<file path="src/rtl/sac_pkg.sv">
package sac_pkg;

    localparam int OPW = 4;

    typedef enum logic [OPW-1:0] {
        OP_NOP  = 4'h0,
        OP_LD   = 4'h1,
        OP_ST   = 4'h2,
        OP_MV   = 4'h3,
        OP_DEC  = 4'h4,
        OP_SUB  = 4'h5,
        OP_SKNE = 4'h6,
        OP_SKLT = 4'h7,
        OP_JMP  = 4'h8,
        OP_HLT  = 4'hF
    } op_e;

    typedef enum logic [2:0] {
        S_FETCH,
        S_EXEC,
        S_SER,
        S_FLAG,
        S_HALT
    } st_e;

endpackage

</file>
<file path="src/rtl/sac_store.sv">
module sac_store #(
    parameter int DW  = 8,
    parameter int MAW = 5
) (
    input  logic           clk,
    input  logic           we,
    input  logic [MAW-1:0] waddr,
    input  logic [DW-1:0]  wdata,
    input  logic [MAW-1:0] raddr,
    output logic [DW-1:0]  rdata,
    input  logic [MAW-1:0] paddr,
    output logic [DW-1:0]  pdata
);
    localparam int DEPTH = 2 ** MAW;

    logic [DW-1:0] words_q [DEPTH];

    always_ff @(posedge clk) begin
        if (we) begin
            words_q[waddr] <= wdata;
        end
    end

    assign rdata = words_q[raddr];
    assign pdata = words_q[paddr];

endmodule

</file>
<file path="src/rtl/sac_fa.sv">
module sac_fa (
    input  logic x,
    input  logic y,
    input  logic ci,
    output logic s,
    output logic co
);
    assign s  = x ^ y ^ ci;
    assign co = (x & y) | (x & ci) | (y & ci);
endmodule

</file>
<file path="src/rtl/serial_acc_cpu.sv">
module serial_acc_cpu #(
    parameter int DW = 8
) (
    input  logic                  clk,
    input  logic                  rst_n,
    input  logic                  load_en,
    input  logic [DW-4:0]         load_addr,
    input  logic [DW-1:0]         load_data,
    input  logic [DW-4:0]         peek_addr,
    output logic [DW-1:0]         peek_data,
    output logic [DW-1:0]         acc_out,
    output logic [DW-1:0]         opb_out,
    output logic [DW-5:0]         pc_out,
    output logic                  halted
);
    import sac_pkg::*;

    localparam int AW  = DW - OPW;
    localparam int MAW = AW + 1;
    localparam int CW  = $clog2(DW);
    localparam logic [CW-1:0] LAST_BIT = CW'(DW - 1);

    typedef struct packed {
        st_e           st;
        logic [AW-1:0] pc;
        logic [DW-1:0] ir;
        logic [DW-1:0] a;
        logic [DW-1:0] b;
        logic [CW-1:0] cnt;
        logic          cy;
        logic          zacc;
        logic          zf;
        logic          nf;
    } core_t;

    localparam core_t RST_VAL = '{st: S_FETCH, pc: '0, ir: '0, a: '0, b: '0,
                                  cnt: '0, cy: 1'b0, zacc: 1'b0, zf: 1'b1, nf: 1'b0};

    core_t core_d, core_q;

    logic           core_we;
    logic [MAW-1:0] mem_raddr;
    logic [DW-1:0]  mem_rd;
    logic           mem_we;
    logic [MAW-1:0] mem_waddr;
    logic [DW-1:0]  mem_wdata;
    op_e            op;
    op_e            fop;
    logic [AW-1:0]  field;
    logic           is_sub;
    logic           fa_x, fa_y, fa_s, fa_co;

    assign op     = op_e'(core_q.ir[DW-1:AW]);
    assign field  = core_q.ir[AW-1:0];
    assign fop    = op_e'(mem_rd[DW-1:AW]);
    assign is_sub = (op == OP_SUB);

    assign mem_raddr = (core_q.st == S_FETCH) ? {1'b0, core_q.pc} : {1'b1, field};
    assign mem_we    = rst_n ? core_we : load_en;
    assign mem_waddr = rst_n ? {1'b1, field} : load_addr;
    assign mem_wdata = rst_n ? core_q.a : load_data;

    sac_store #(.DW(DW), .MAW(MAW)) u_store (
        .clk   (clk),
        .we    (mem_we),
        .waddr (mem_waddr),
        .wdata (mem_wdata),
        .raddr (mem_raddr),
        .rdata (mem_rd),
        .paddr (peek_addr),
        .pdata (peek_data)
    );

    // Subtract: B + ~A + 1 (carry preset to 1). Decrement: A + all-ones.
    assign fa_x = is_sub ? core_q.b[0] : core_q.a[0];
    assign fa_y = is_sub ? ~core_q.a[0] : 1'b1;

    sac_fa u_fa (
        .x  (fa_x),
        .y  (fa_y),
        .ci (core_q.cy),
        .s  (fa_s),
        .co (fa_co)
    );

    always_comb begin
        core_d  = core_q;
        core_we = 1'b0;
        unique case (core_q.st)
            S_FETCH: begin
                core_d.ir = mem_rd;
                core_d.pc = core_q.pc + 1'b1;
                if (fop == OP_DEC || fop == OP_SUB) begin
                    core_d.st   = S_SER;
                    core_d.cnt  = '0;
                    core_d.cy   = (fop == OP_SUB);
                    core_d.zacc = 1'b0;
                end else begin
                    core_d.st = S_EXEC;
                end
            end
            S_EXEC: begin
                core_d.st = S_FETCH;
                case (op)
                    OP_LD:   core_d.a = mem_rd;
                    OP_ST:   core_we = 1'b1;
                    OP_MV:   core_d.b = core_q.a;
                    OP_SKNE: if (!core_q.zf) core_d.pc = core_q.pc + 1'b1;
                    OP_SKLT: if (core_q.nf)  core_d.pc = core_q.pc + 1'b1;
                    OP_JMP:  core_d.pc = field;
                    OP_HLT:  core_d.st = S_HALT;
                    default: ;
                endcase
            end
            S_SER: begin
                core_d.cy   = fa_co;
                core_d.zacc = core_q.zacc | fa_s;
                if (is_sub) begin
                    core_d.b = {fa_s, core_q.b[DW-1:1]};
                    core_d.a = {core_q.a[0], core_q.a[DW-1:1]};
                end else begin
                    core_d.a = {fa_s, core_q.a[DW-1:1]};
                end
                core_d.cnt = core_q.cnt + 1'b1;
                if (core_q.cnt == LAST_BIT) begin
                    core_d.st = S_FLAG;
                end
            end
            S_FLAG: begin
                if (is_sub) begin
                    core_d.zf = ~core_q.zacc;
                    core_d.nf = ~core_q.cy;
                end
                core_d.st = S_FETCH;
            end
            S_HALT: core_d.st = S_HALT;
            default: core_d.st = S_HALT;
        endcase
    end

    always_ff @(posedge clk or negedge rst_n) begin
        if (!rst_n) begin
            core_q <= RST_VAL;
        end else begin
            core_q <= core_d;
        end
    end

    assign acc_out = core_q.a;
    assign opb_out = core_q.b;
    assign pc_out  = core_q.pc;
    assign halted  = (core_q.st == S_HALT);

    AST_HALT_STICKY: assert property (@(posedge clk) disable iff (!rst_n)
        halted |=> halted);
    AST_HALT_FROZEN: assert property (@(posedge clk) disable iff (!rst_n)
        halted |=> ($stable(pc_out) && $stable(acc_out) && $stable(opb_out) && !mem_we));
    AST_MV_COPY: assert property (@(posedge clk) disable iff (!rst_n)
        (core_q.st == S_EXEC && op == OP_MV) |=> (opb_out == $past(acc_out)));
    AST_LD_FROM_MEM: assert property (@(posedge clk) disable iff (!rst_n)
        (core_q.st == S_EXEC && op == OP_LD) |=> (acc_out == $past(mem_rd)));
    AST_JMP_TARGET: assert property (@(posedge clk) disable iff (!rst_n)
        (core_q.st == S_EXEC && op == OP_JMP) |=> (pc_out == $past(field)));
    AST_FLAG_AFTER_SER: assert property (@(posedge clk) disable iff (!rst_n)
        (core_q.st == S_FLAG) |-> ($past(core_q.st) == S_SER));

endmodule

</file>
<file path="config.mk">
export PLATFORM = sky130hd
export DESIGN_NAME = serial_acc_cpu
export DESIGN_NICKNAME = d
export VERILOG_FILES = /design/src/rtl/sac_pkg.sv /design/src/rtl/sac_store.sv /design/src/rtl/sac_fa.sv /design/src/rtl/serial_acc_cpu.sv
export SDC_FILE = /design/constraint.sdc
export NUM_CORES = 1
export LEC_CHECK = 0
export BUFFER_PORTS_ARGS = -buffer_cell sky130_fd_sc_hd__buf_4
export CAP_MARGIN = 30
export CORE_ASPECT_RATIO = 0.5
export CORE_UTILIZATION = 50
export CTS_BUF_LIST = sky130_fd_sc_hd__clkbuf_4
export DETAILED_ROUTE_END_ITERATION = 6
export PLACE_DENSITY = 0.73
export SLEW_MARGIN = 20
export SYNTH_ARGS = -nofsm -noshare
export SYNTH_HDL_FRONTEND = slang
export SYNTH_HIERARCHICAL = 1
export SYNTH_SLANG_ARGS = --single-unit
</file>
<file path="constraint.sdc">
create_clock -name clk -period 5.1 [get_ports clk]
set_clock_uncertainty 0.05 [all_clocks]
set_input_delay 0.765 -clock clk [delete_from_list [all_inputs] [get_ports clk]]
set_output_delay 0.765 -clock clk [all_outputs]
set_load 0.05 [all_outputs]
</file>
==> results_dict.tcl <==
set metrics [dict create \
    crit_path_end_kind "register" \
    antenna_found_initial 1 \
    grt_remaining_overflow 0 \
    wl_mm 34.05 \
    drc 2 \
    ys_seq_area_share_pct 60.86 \
    violations "DRC" \
    intPower_uw 5744 \
    relSlewSlack_pct 30.93 \
    drive_gt1_share_pct 46.45 \
    root_buffer "clkbuf_4" \
    grt_util_met1_pct 34.84 \
    cts.clk_slew.worst_paths_ns 0.07 \
    ant_nets 0 \
    cts.path.max_buffers 3 \
    final.setup.worst_slack_ns 0.8294 \
    ir_drop_mv 0.2960 \
    p_sw_share_pct 35.87 \
    grt.total_usage_pct 25.02 \
    clock_latency_ns 0.77 \
    tns_ns 0 \
    period_minus_slack_ns 4.271 \
    cts_tree "done" \
    numCtsBuffers 71 \
    syn-num-nets 767 \
    synth_area_per_cell_um2 19.13 \
    hold_viol 0 \
    clock-sinks 294 \
    synth-simple-area-share_pct 4.169 \
    vias_per_cell 6.349 \
    io_buffers 49 \
    max-cap-violations 0 \
    pwr-share-comb_pct 42.5 \
    first_iter_violations 818 \
    place.gp.congestion 0.8752 \
    pre_cts_slack_ns 0.8960 \
    syn2layout_area_growth_pct 11.91 \
    rsz0062_at_grt "false" \
    maxSlewViolCount 0 \
    p_sw_uw 3213 \
    met3_usage_pct 8.599 \
    p_per_area_nw_per_um2 563.9 \
    synth_top_family_by_area "multiplexers" \
    yosys_register_bits 294 \
    power_frac_seq_pct 34.9 \
    synth_ff_type "edfxtp_1" \
    tightest_slew_ns 1.032 \
    fillCellCount 2043 \
    nNetsFinal 854 \
    cp-start-kind "register" \
    clockPowerShare_pct 22.6 \
    synth-xor-area-share_pct 0 \
    ios 50 \
    dpl.hpwl_mm 22.56 \
    synth_compound_area_share_pct 1.428 \
    arrival_ns 4.83 \
    synth-async-reset-ratio_pct 12.93 \
    yosys.area_share.adder_pct 0.4055 \
    cp_max_fo 23 \
    grt_max_degree 65 \
    die_w_um 240.3 \
    synth_warnings 6 \
    synthMuxAreaShare_pct 30.01 \
    grt_pass1_vias 8263 \
    run_status "finished with violations" \
    grt.busiest_layer "met2" \
    ys_types 50 \
    grt_pass1_wl_mm 52.15 \
    final_cell_mix "edfxtp_1, mux4_2, clkbuf_4, buf_4, nand2_1" \
    finalCritPeriodShare_pct 83.74 \
    fp.dieArea_um2 29110 \
    initial_core_util_pct 51.03 \
    grt_use_met2_pct 36.76 \
    synth_edf_count 256 \
    min-delay-path-class "input port to asynchronous set/reset pin" \
    avgRoutedWirePerCell_um 26.81 \
    setup-violations-final 0 \
    final_common_cell "edfxtp_1" \
    netlist_area_um2 14190 \
    required_ns 5.66 \
    die_h_um 121.1 \
    num_vias 8063 \
    first_pass_iters 7 \
    rows 43 \
    syn_inst 742 \
    fmax_mhz 234.2 \
    leakage_uw 0.005391 \
    htreeDepth 3 \
    coreArea_um2 27820 \
    crit_type "register to register" \
]
state kept, by name (all words and copies together), names as in the netlist:
| register | cells |
|---|---|
| u_store/words_q | 256 |
| core_q | 18 |
| acc_out | 8 |
| opb_out | 8 |
| pc_out | 4 |
layer usage:
layer | share of wire [%] | vias up
met5 | 0 | -
met4 | 2.8 | 0
met3 | 11 | 78
met2 | 46 | 477
met1 | 40 | 4196
li1 | - | 3312
stage by stage:
step / std cells / power (µW) / util (%) / instance area [µm²] / hold slack [ns]
finish: 1270 / 8957 / 57.11 / 15890 / 0.3986
global route: 1270 / 9424 / 57.11 / 15890 / 0.3516
CTS: 1269 / 9009 / 57.10 / 15880 / 0.3342
detailed placement: 1137 / 6976 / 53.62 / 14920 / 0.3806
global placement: 1134 / 6853 / 53.46 / 14870 / 0.3759
floorplan: 742 / 6019 / - / 14190 / 0.3424
cell families after synthesis:
group / after synthesis
and+or+nand+nor: 120
AOI/OAI and AO/OA: 30
muxes: 220
DFF: 294
buffers and inverters: 74
adders and majority gates: 4
what timing repair did:
action,in CTS,in global routing
endpoints found under the hold margin,12,0
gates resized for setup,0,0
hold buffers,1,0
buffers inserted,0,0
area by class of cell:
cell class | count | area [µm²] | area share (%)
Timing Repair Buffer | 82 | 654.4 | 4.119
Multi-Input combinational cell | 374 | 5131 | 32.30
Clock buffer | 105 | 788.3 | 4.962
Inverter | 6 | 22.52 | 0.1418
Tap cell | 382 | 478.0 | 3.009
Clock inverter | 26 | 168.9 | 1.063
Antenna cell | 1 | 2.502 | 0.01575
Sequential cell | 294 | 8640 | 54.39
cell usage after synthesis (3+ instances only):
library cell,number,area [µm²]
mux2_2,40,450.4
mux2i_1,15,150.1
nand3b_1,6,45.04
mux2_1,5,56.30
a31oi_1,3,18.77
o21ai_0,7,35.03
nor2_1,39,146.4
a21oi_1,6,30.03
clkbuf_1,10,37.54
nand2_1,48,180.2
ha_1,3,37.54
edfxtp_1,256,7687
or3b_2,3,26.28
o21ai_1,4,20.02
nand3_1,4,20.02
mux4_2,160,3603
inv_1,5,18.77
buf_1,16,60.06
buf_6,4,45.04
buf_4,35,262.8
dfrtp_1,37,925.9
buf_2,3,15.01
power by group through the flow:
stage          registers [µW]  logic, µW  clock network (µW)
2_1_floorplan            3090       2930                   0
4_1_cts                  3120       3810                2070
3_3_place_gp             3170       3690                   0
5_1_grt                  3150       4060                2210
3_5_place_dp             3180       3800                   0
6_report                 3130       3800                2030
path summary, 6_finish.rpt:
kind	startpoint	endpoint	slack (ns)	cells past startpoint
min	rst_n	core_q[29]$_DFFE_PN0N_	0.40	2
min reg2reg	core_q[2]$_DFFE_PN0P_	core_q[1]$_DFFE_PN1P_	0.40	1
max	core_q[35]$_DFFE_PN0P_	core_q[6]$_DFFE_PN0P_	0.83	12
max in group asynchronous	rst_n	core_q[1]$_DFFE_PN1P_	3.86	3
max reg2reg	core_q[35]$_DFFE_PN0P_	core_q[6]$_DFFE_PN0P_	0.83	12
min in group clk	core_q[2]$_DFFE_PN0P_	core_q[1]$_DFFE_PN1P_	0.40	1
worst max-delay path: stages, from the launching register on:
cell,delay (ns)
dfrtp_1,0.49
nor3_1,0.22
buf_4,0.23
inv_2,0.13
o21ai_4,0.38
buf_12,0.25
buf_4,0.23
mux4_2,0.31
mux4_2,0.55
mux2_2,0.34
nor3b_1,0.51
o21ai_0,0.24
a22o_1,0.22
Power figures use the tool's default switching activity.
